## config.mk

```make
export PLATFORM = sky130hd
export DESIGN_NAME = hf4_expand
export DESIGN_NICKNAME = d
export VERILOG_FILES = /design/src/rtl/hf4_expand.sv
export SDC_FILE = /design/constraint.sdc
export NUM_CORES = 1
export LEC_CHECK = 0
export ABC_AREA = 1
export BUFFER_PORTS_ARGS = -buffer_cell sky130_fd_sc_hd__buf_2
export CORE_MARGIN = 10
export CORE_UTILIZATION = 56
export CTS_CLUSTER_DIAMETER = 60
export CTS_CLUSTER_SIZE = 40
export DETAILED_ROUTE_END_ITERATION = 12
export PLACE_DENSITY_LB_ADDON = 0.12
export SYNTH_ARGS = -nofsm -noshare
export SYNTH_HDL_FRONTEND = slang
export SYNTH_SLANG_ARGS = --single-unit
```

## constraint.sdc

```tcl
create_clock -name clk -period 1.1 [get_ports clk]
set_input_delay 0.11 -clock clk [delete_from_list [all_inputs] [get_ports clk]]
set_output_delay 0.11 -clock clk [all_outputs]
set_load 0.05 [all_outputs]
```

## src/rtl/hf4_expand.sv

```systemverilog
module hf4_expand #(
  parameter int LANES = 4
) (
  input  logic                clk,
  input  logic                rst_n,
  input  logic                in_valid,
  input  logic [16*LANES-1:0] in_word,
  output logic                out_valid,
  output logic [32*LANES-1:0] out_word
);

  localparam int HW = 16;
  localparam int SW = 32;
  localparam logic [7:0] REBIAS = 8'd112;

  function automatic logic [SW-1:0] widen(input logic [HW-1:0] h);
    logic [4:0] lz;
    logic       seen;
    logic [9:0] frac;
    lz   = 5'd0;
    seen = 1'b0;
    for (int b = 9; b >= 0; b--) begin
      if (!seen) begin
        if (h[b]) seen = 1'b1;
        else      lz   = lz + 5'd1;
      end
    end
    frac = h[9:0] << (lz + 5'd1);
    if (h[14:10] == 5'h1f)
      widen = {h[15], 8'hff, h[9:0], 13'd0};
    else if (h[14:10] != 5'h00)
      widen = {h[15], {3'd0, h[14:10]} + REBIAS, h[9:0], 13'd0};
    else if (h[9:0] == 10'd0)
      widen = {h[15], 31'd0};
    else
      widen = {h[15], REBIAS - {3'd0, lz}, frac, 13'd0};
  endfunction

  logic [SW*LANES-1:0] conv;

  for (genvar i = 0; i < LANES; i++) begin : g_lane
    assign conv[SW*i +: SW] = widen(in_word[HW*i +: HW]);

    assert_sign_R5: assert property (@(posedge clk) disable iff (!rst_n)
      in_valid |=> out_word[SW*i+31] == $past(in_word[HW*i+15]));
    assert_special_exp_R2: assert property (@(posedge clk) disable iff (!rst_n)
      (in_valid && in_word[HW*i+10 +: 5] == 5'h1f) |=> out_word[SW*i+23 +: 8] == 8'hff);
    assert_zero_R4: assert property (@(posedge clk) disable iff (!rst_n)
      (in_valid && in_word[HW*i +: 15] == 15'd0) |=> out_word[SW*i +: 31] == 31'd0);
  end

  always_ff @(posedge clk or negedge rst_n) begin
    if (!rst_n) begin
      out_valid <= 1'b0;
      out_word  <= '0;
    end else begin
      out_valid <= in_valid;
      if (in_valid) out_word <= conv;
    end
  end

  assert_valid_follow_R7: assert property (@(posedge clk) disable iff (!rst_n)
    in_valid |=> out_valid);
  assert_valid_idle_R7: assert property (@(posedge clk) disable iff (!rst_n)
    !in_valid |=> !out_valid);
  assert_hold_R9: assert property (@(posedge clk) disable iff (!rst_n)
    !in_valid |=> $stable(out_word));

endmodule

```

==> out/results.txt, run 1 <==
largest area contributor in the netlist - dfrtp_1
FFs w/ async S/R, synth - 1.00
Area contributors post-synth - dfrtp_1 23%, nand2_1 14%, nor2_1 8.0%
status - did not finish
Die H - 142 um
Syn Area/Cell - 6.29 um^2
post-synthesis cell type count - 49
Synth Instances - 1326
IO Pins - 196
number of synthesized flops with an enable pin - 0
Worst-path end type - register input
Die Wd - 142 um
Starting Density - 0.572
post-DP HPWL - 22.8 mm
Post-synth top flop - dfrtp_1
Worst EP post-GRT repair - out_word[52]$_DFFE_PN0P_/D
commonest cells in the synthesized netlist - 303 x nand2_1, 177 x nor2_1, 160 x inv_1
Root Buffer - clkbuf_16
largest net degree at the start of global routing - 36
Port Buffers - 143
Failed at - 5_1_grt
number of synthesized register bits - 77
Error - [ERROR DPL-0038] Utilization greater than 100%, impossible to legalize
GPL Wtd Cong - 0.950
Max Buffers Root-to-Sink - 2
cell with the most instances after synthesis - nand2_1
placed instance count - 1916
Synth Cell Area - 8340 um^2
Row Count - 44
Ys Warns - 0
Synth top area share - 0.231
CTS Buf Count - 9
H-tree depth reported by CTS - 3
Seq/Total Area, Yosys - 0.231
CTS Sinks - 77
==> stage by stage <==
stage	utilization	hold WS (ps)	worst slack, ps	TNS, ps	area (um^2)
floorplan	-	-186	-3290	-179480	9150
global placement	0.808	-9.17	-3560	-204950	11800
detailed placement	0.808	-7.15	-3730	-215150	11800
CTS	0.943	37.3	-3120	-178100	13800
==> logic make-up after synthesis <==
family / Yosys count / share of synthesized area
compound gates: 231 / 0.152
xor+xnor: 3 / 0.00405
fa+ha+maj: 32 / 0.0480
buf+inv: 259 / 0.141
flops: 77 / 0.231
mux: 5 / 0.00600
other cells: 1 / 0.000450
simple gates: 718 / 0.418
==> repair_timing <==
item / in CTS
pin swaps: 150
hold buffers: 5
endpoints found under the hold margin: 81
setup buffers: 80
cloned: 3
gates resized for setup: 274
endpoints found under the setup margin: 86
==> run 2, diff against run 1 <==
- CORE_UTILIZATION: 56 -> 40
- CTS_CLUSTER_DIAMETER: 60 -> unset
- CTS_CLUSTER_SIZE: 40 -> unset
- PLACE_DENSITY_LB_ADDON: 0.12 -> 0.15
==> run 2 against run 1 <==
Effect of this change: the flow now finishes, with violations (negative setup slack); synthesized area stayed put; synthesized cell count did not move.
==> out/results.txt, run 2 <==
first-pass GRT wire length - 49.7 mm
Req. time, crit path - 1370 ps
Die Wd - 164 um (+16%)
Area contributors post-synth - dfrtp_1 23%, nand2_1 14%, nor2_1 8.0%
Final Skew - 0 ps
Critical Path Source Type - primary input
failing checks - negative setup slack
FFs w/ async S/R, synth - 1.00 (unchanged)
H-tree depth reported by CTS - 3 (unchanged)
largest registers - out_word: 76 flops, out_valid: 1 flops
Max Buffers Root-to-Sink - 2 (unchanged)
FILL cells - 1508
GRT overflow - 0
hold path endpoint - out_word[94]
CTS tree - yes
worst path bufs/invs - 11
Crit path top cell by count - nand2_2
Root Buffer - clkbuf_16
slowest CP cell - ha_4
Final TNS setup - -181440 ps
Worst Hold Path Cells - 3
cell with the most instances after synthesis - nand2_1
commonest cells in the synthesized netlist - 303 x nand2_1, 177 x nor2_1, 160 x inv_1
wire length after detailed routing - 33.5 mm
Starting Density - 0.410 (-0.162)
Clk Latency, worst-skew pair - 340 ps
r2r setup slk - 220 ps
final worst slack - -3300 ps
DRC Markers - 0
data arrival time of the worst path - 4670 ps
depth of the worst register-to-register path - 3
Most flops, register - out_word
IO Pins - 196 (unchanged)
GPL Wtd Cong - 0.926 (-2.6%)
post-DP HPWL - 22.6 mm (-0.88%)
Worst Path Max Fanout - 6
initial antenna violation count - 0
number of vias per cell - 5.00
Crit Reg-Reg Startpoint - out_word[27]
Seq/Total Area, Yosys - 0.231 (unchanged)
via count - 10707
antenna cells - 0
WL/cell - 15.7 um
largest area contributor in the netlist - dfrtp_1
Syn Area/Cell - 6.29 um^2 (unchanged)
Max-slew headroom - 0.522
total power - 12.9 mW
Synth Instances - 1326 (unchanged)
PD cells - 850 nW/um^2
worst min path class - in -> reg
Max Slew Vio Count - 0
Setup Viol. Count Final - 68
Worst Min Path Start - in_word[46]
Post-synth top flop - dfrtp_1
final number of hold-violating endpoints - 0
Pre-antenna DRT Iters - 5
Die H - 164 um (+16%)
Setup crit end kind - flip-flop
status - finished with violations
Synth Cell Area - 8340 um^2 (unchanged)
maximum clock frequency - 0.227 GHz
max cap viols - 0
WS Path Type - in -> reg
Peak VDD IR - 0.748 mV
r2r endpoint - out_word[27]
setup repair after global routing missed its margin - true
commonest non-fill, non-tap cells in the layout - 348 x buf_4, 203 x nand2_1, 137 x nor2_1
Static Leak - 7.54 nW
largest net degree at the start of global routing - 50
post-route minimum period - 4400 ps
die area - 27000 um^2
max incr delay on CP - 340 ps
number of synthesized flops with an enable pin - 0 (unchanged)
number of synthesized register bits - 77 (unchanged)
Starting DRT DRC Count - 635
final net count - 1965
clock slew at reported path FFs - 60 ps
post-synthesis cell type count - 49 (unchanged)
most common cell after layout, fill and taps aside - buf_4
vias in the first global route - 10437
final design utilization - 0.747
Synth top area share - 0.231 (unchanged)
CTS Buf Count - 9 (unchanged)
gr usage total - 0.221
synth-to-layout area growth - 82.4%
CTS Sinks - 77 (unchanged)
Row Count - 52 (+18%)
core region area - 20400 um^2
Port Buffers - 143 (unchanged)
post-route ant nets - 0
Ys Warns - 0 (unchanged)
Final period util - 4.00
max FFs per register - 76
Post-Place Worst Slack - -3710 ps (+20.5 ps)
worst slew pin tran - 710 ps
crit-path leading delay family - adder cells
layout cells sized above 1 - 0.542
## run 2: cell counts after synthesis
No cell type changed its count.
## run 2: area by class of cell
cell class | count | area [um^2] | share of cell area
multi-input combinational | 1045 | 7340 | 0.483
timing repair buffer | 552 | 4530 | 0.298
sequential | 77 | 1930 | 0.127
inverter | 180 | 773 | 0.0508
tap | 270 | 338 | 0.0222
clock buffer | 10 | 229 | 0.0151
clock inverter | 6 | 61.3 | 0.00403
timing repair inverter | 1 | 8.76 | 0.000576
## run 2: power by group
| part | leakage (nW) | internal (mW) | switching, mW | total (mW) |
|---|---|---|---|---|
| Combinational | 6.52 | 2.64 | 3.97 | 6.61 |
| Sequential | 0.878 | 3.11 | 0.183 | 3.29 |
| Clock | 0.143 | 1.76 | 1.27 | 3.03 |
| Total | 7.54 | 7.50 | 5.43 | 12.9 |
## run 2: cell families (layout without fill, tap and decap cells)
logic type      after synthesis  in the layout  share of synthesized area
compound gates              231            231                      0.152
xor+xnor                      3              3                    0.00405
fa+ha+maj                    32             32                     0.0480
buf+inv                     259            749                      0.141
flops                        77             77                      0.231
mux                           5              5                    0.00600
other cells                   1             52                   0.000450
simple gates                718            722                      0.418
## run 2: routing by layer
metal	track usage	share of wire	up-vias
met5	0	0	-
met4	0.0592	0.026	0
met3	0.0311	0.049	66
met2	0.405	0.52	328
met1	0.262	0.40	5015
li1	-	-	5298
## run 2: timing repair
action | CTS | global route
buffers inserted | 113 | 29
pin swaps | 155 | 169
gates cloned | 4 | 3
hold endpoints to repair | 28 | 0
gates resized for setup | 268 | 282
setup endpoints to repair | 106 | 101
hold buffers | 6 | 0
## run 2: worst max path at each step
| stage | startpoint | to | slack (ps) | cells after the start |
|---|---|---|---|---|
| after floorplan | in_word[8] | out_word[16] | -3290 | 33 |
| after global placement | in_word[8] | out_word[21] | -3670 | 36 |
| after detailed placement | in_word[55] | out_word[118] | -3710 | 41 |
| after CTS | in_word[55] | out_word[118] | -3170 | 42 |
| after global routing | in_word[24] | out_word[52] | -3500 | 37 |
| final | in_word[25] | out_word[52] | -3300 | 36 |
## run 2: metrics by stage
stage	hold slack, ps	cell area (um^2)	std cells
CTS	59.9	14000	2124
global placement	73.2	11900	2005
finish	75.0	15200	2141
floorplan	-186	9150	1377
detailed placement	76.0	11900	2005
global route	99.2	15200	2141
## run 2: worst min-delay path: cells and delay by family
| family | cells | cell delay [ps] |
|---|---|---|
| compound gates | 1 | 150 |
| buf+inv | 2 | 120 |
(Power assumes the default switching activity.)
==> run 3, diff against run 2 <==
- ABC_AREA: 1 -> 0
- TNS_END_PERCENT: unset -> 20
==> run 3 against run 2 <==
Effect of this change: the run still ends with negative setup slack left; hold slack got worse by 6.1 ps; clock power increased by 9.2%; clock skew unchanged; synthesized area increased by 3.4%; first-iteration DRC count decreased by 12%; synthesized cell count decreased by 16%; count of clock-buffer cells in the layout increased by 1; register-to-register slack got worse by 140 ps; fmax decreased by 16%; critical endpoint is now out_word[48]; largest cell class unchanged.
==> out/results.txt, run 3 <==
first-pass GRT wire length - 47.9 mm (-3.7%)
CTS tree - yes
Final TNS setup - -224280 ps (-42830 ps)
status - finished with violations
Starting Density - 0.408 (-0.00180)
Setup Viol. Count Final - 68 (unchanged)
commonest non-fill, non-tap cells in the layout - 385 x buf_4, 87 x nor2_1, 85 x buf_2
Static Leak - 6.32 nW (-16%)
post-route minimum period - 5220 ps (+822 ps)
Syn Area/Cell - 7.71 um^2 (+23%)
final hold slack - 68.9 ps (-6.12 ps)
via count - 9782 (-8.6%)
Worst path depth - 27 (-25%)
Placed Area - 12200 um^2 (+2.7%)
slowest CP cell - or4_4
FFs w/ async S/R, synth - 1.00 (unchanged)
IO Pins - 196 (unchanged)
total power - 12.6 mW (-2.2%)
Worst Path Max Fanout - 8 (+2)
Synth Instances - 1119 (-16%)
worst min path class - in -> reg
worst slew pin tran - 554 ps (-156 ps)
number of synthesized register bits - 77 (unchanged)
Peak VDD IR - 0.803 mV (+7.3%)
CTS Buf Count - 9 (unchanged)
Pre-antenna DRT Iters - 5 (unchanged)
Max-slew headroom - 0.626 (+0.104)
final net count - 1696 (-14%)
H-tree depth reported by CTS - 3 (unchanged)
Setup crit end kind - flip-flop
post-DP HPWL - 23.0 mm (+1.6%)
crit-path leading delay family - simple AND/OR/NAND/NOR gates
core region area - 21200 um^2 (+3.9%)
Die H - 167 um (+1.5%)
PD cells - 915 nW/um^2 (+7.7%)
Area contributors post-synth - dfrtp_1 22%, mux2i_1 7.1%, a21oi_1 5.6%
Root Buffer - clkbuf_16
layout cells sized above 1 - 0.458 (-0.0849)
final design utilization - 0.653 (-0.0941)
maximum clock frequency - 0.192 GHz (-16%)
GPL Wtd Cong - 0.894 (-3.4%)
data arrival time of the worst path - 5480 ps (+810 ps)
Max Slew Vio Count - 0 (unchanged)
largest registers - out_word: 76 flops, out_valid: 1 flops
Row Count - 53 (+1.9%)
max cap viols - 0 (unchanged)
Ys Warns - 0 (unchanged)
final worst slack - -4120 ps (-822 ps)
gr usage total - 0.199 (-0.0218)
Seq/Total Area, Yosys - 0.223 (-0.00764)
max FFs per register - 76 (unchanged)
setup repair after global routing missed its margin - true
Post-synth top flop - dfrtp_1
vias in the first global route - 9801 (-6.1%)
Most flops, register - out_word
wire length after detailed routing - 29.4 mm (-12%)
number of synthesized flops with an enable pin - 0 (unchanged)
depth of the worst register-to-register path - 3 (unchanged)
Worst Hold Path Cells - 2 (-1)
DRC Markers - 0 (unchanged)
Die Wd - 167 um (+1.5%)
Final Skew - 0 ps (unchanged)
worst path bufs/invs - 2 (-9)
clock slew at reported path FFs - 60 ps (about the same)
number of vias per cell - 5.21 (+4.2%)
synth-to-layout area growth - 60.1%
Max Buffers Root-to-Sink - 2 (unchanged)
most common cell after layout, fill and taps aside - buf_4
commonest cells in the synthesized netlist - 96 x a21oi_1, 96 x nor2_1, 87 x nand2_1
Clk Latency, worst-skew pair - 340 ps (about the same)
Synth Cell Area - 8630 um^2 (+3.4%)
CTS Sinks - 77 (unchanged)
Starting DRT DRC Count - 561 (-12%)
max incr delay on CP - 530 ps (+190 ps)
Port Buffers - 143 (unchanged)
largest area contributor in the netlist - dfrtp_1
Crit path top cell by count - ha_4
Final Cell Area - 13800 um^2 (-9.2%)
final number of hold-violating endpoints - 0 (unchanged)
initial antenna violation count - 0 (unchanged)
WS Path Type - in -> reg
Critical Path Source Type - primary input
Final period util - 4.75 (+0.747)
antenna cells - 0 (unchanged)
die area - 27800 um^2 (+3.0%)
largest net degree at the start of global routing - 78 (+56%)
WL/cell - 15.7 um (about the same)
post-synthesis cell type count - 91 (+86%)
post-route ant nets - 0 (unchanged)
GRT overflow - 0 (unchanged)
Req. time, crit path - 1360 ps (about the same)
Synth top area share - 0.223 (-0.00764)
failing checks - negative setup slack
[run 3: cell count changes in the layout (fill, tap and decap cells not counted), sizes merged, moves of 28 or more]
cell   change
inv      -129
nand2    -261
mux2i     +56
xnor2     +28
o21ai     -32
nand3     -73
nor2     -108
nor2b     +54
[run 3: final timing paths]
check                              start            end  slack (ps)
min reg2reg                 out_word[29]   out_word[29]         480
max reg2reg                out_word[115]  out_word[115]          80
min in group asynchronous          rst_n   out_word[20]         310
max in group asynchronous          rst_n   out_word[62]         410
max                          in_word[22]   out_word[48]       -4120
min                          in_word[13]   out_word[26]          70
[run 3: power by group]
group | switching (mW) | internal (mW) | leakage (nW)
sequential | 0.167 | 3.11 | 0.900
clock | 1.25 | 2.06 | 0.160
combinational | 3.59 | 2.46 | 5.26
[run 3: metal layers]
| metal | vias to the layer above | wire length, um | GRT usage |
|---|---|---|---|
| met4 | 0 | 330 | 0.0344 |
| met3 | 32 | 1720 | 0.0440 |
| li1 | 4875 | - | - |
| met2 | 262 | 14300 | 0.345 |
| met5 | - | 0 | 0 |
| met1 | 4613 | 13000 | 0.248 |
[run 3: per-stage QoR]
stage	worst slack [ps]	instances
2_1_floorplan	-4390	1170
3_3_place_gp	-4610	1826
3_5_place_dp	-4850	1826
4_1_cts	-4180	1868
5_1_grt	-4260	1877
6_report	-4120	1877
[run 3: what timing repair did]
| action | in CTS | in global routing |
|---|---|---|
| setup endpoints to repair | 84 | 101 |
| setup buffers | 23 | 10 |
| resized for setup | 127 | 109 |
| pin swaps | 73 | 69 |
| hold buffers | 5 | 0 |
| hold endpoints to repair | 81 | 0 |
[run 3: final cells by class]
type / instances / area [um^2]
Multi-Input combinational cell: 927 / 7060
Sequential cell: 77 / 1930
Inverter: 50 / 205
Timing Repair Buffer: 532 / 3960
Tap cell: 275 / 344
Fill cell: 1791 / 7340
Clock buffer: 11 / 243
Clock inverter: 5 / 82.6
[run 3: cells by family after synthesis]
family	count (synthesis)	share of synthesized area
buffers and inverters	166	0.0979
XOR/XNOR	48	0.0557
AO/OA/AOI/OAI	299	0.225
multiplexers	83	0.0995
other	1	0.000435
AND/OR/NAND/NOR	412	0.251
flip-flops	77	0.223
adder cells (fa/ha/maj)	33	0.0476
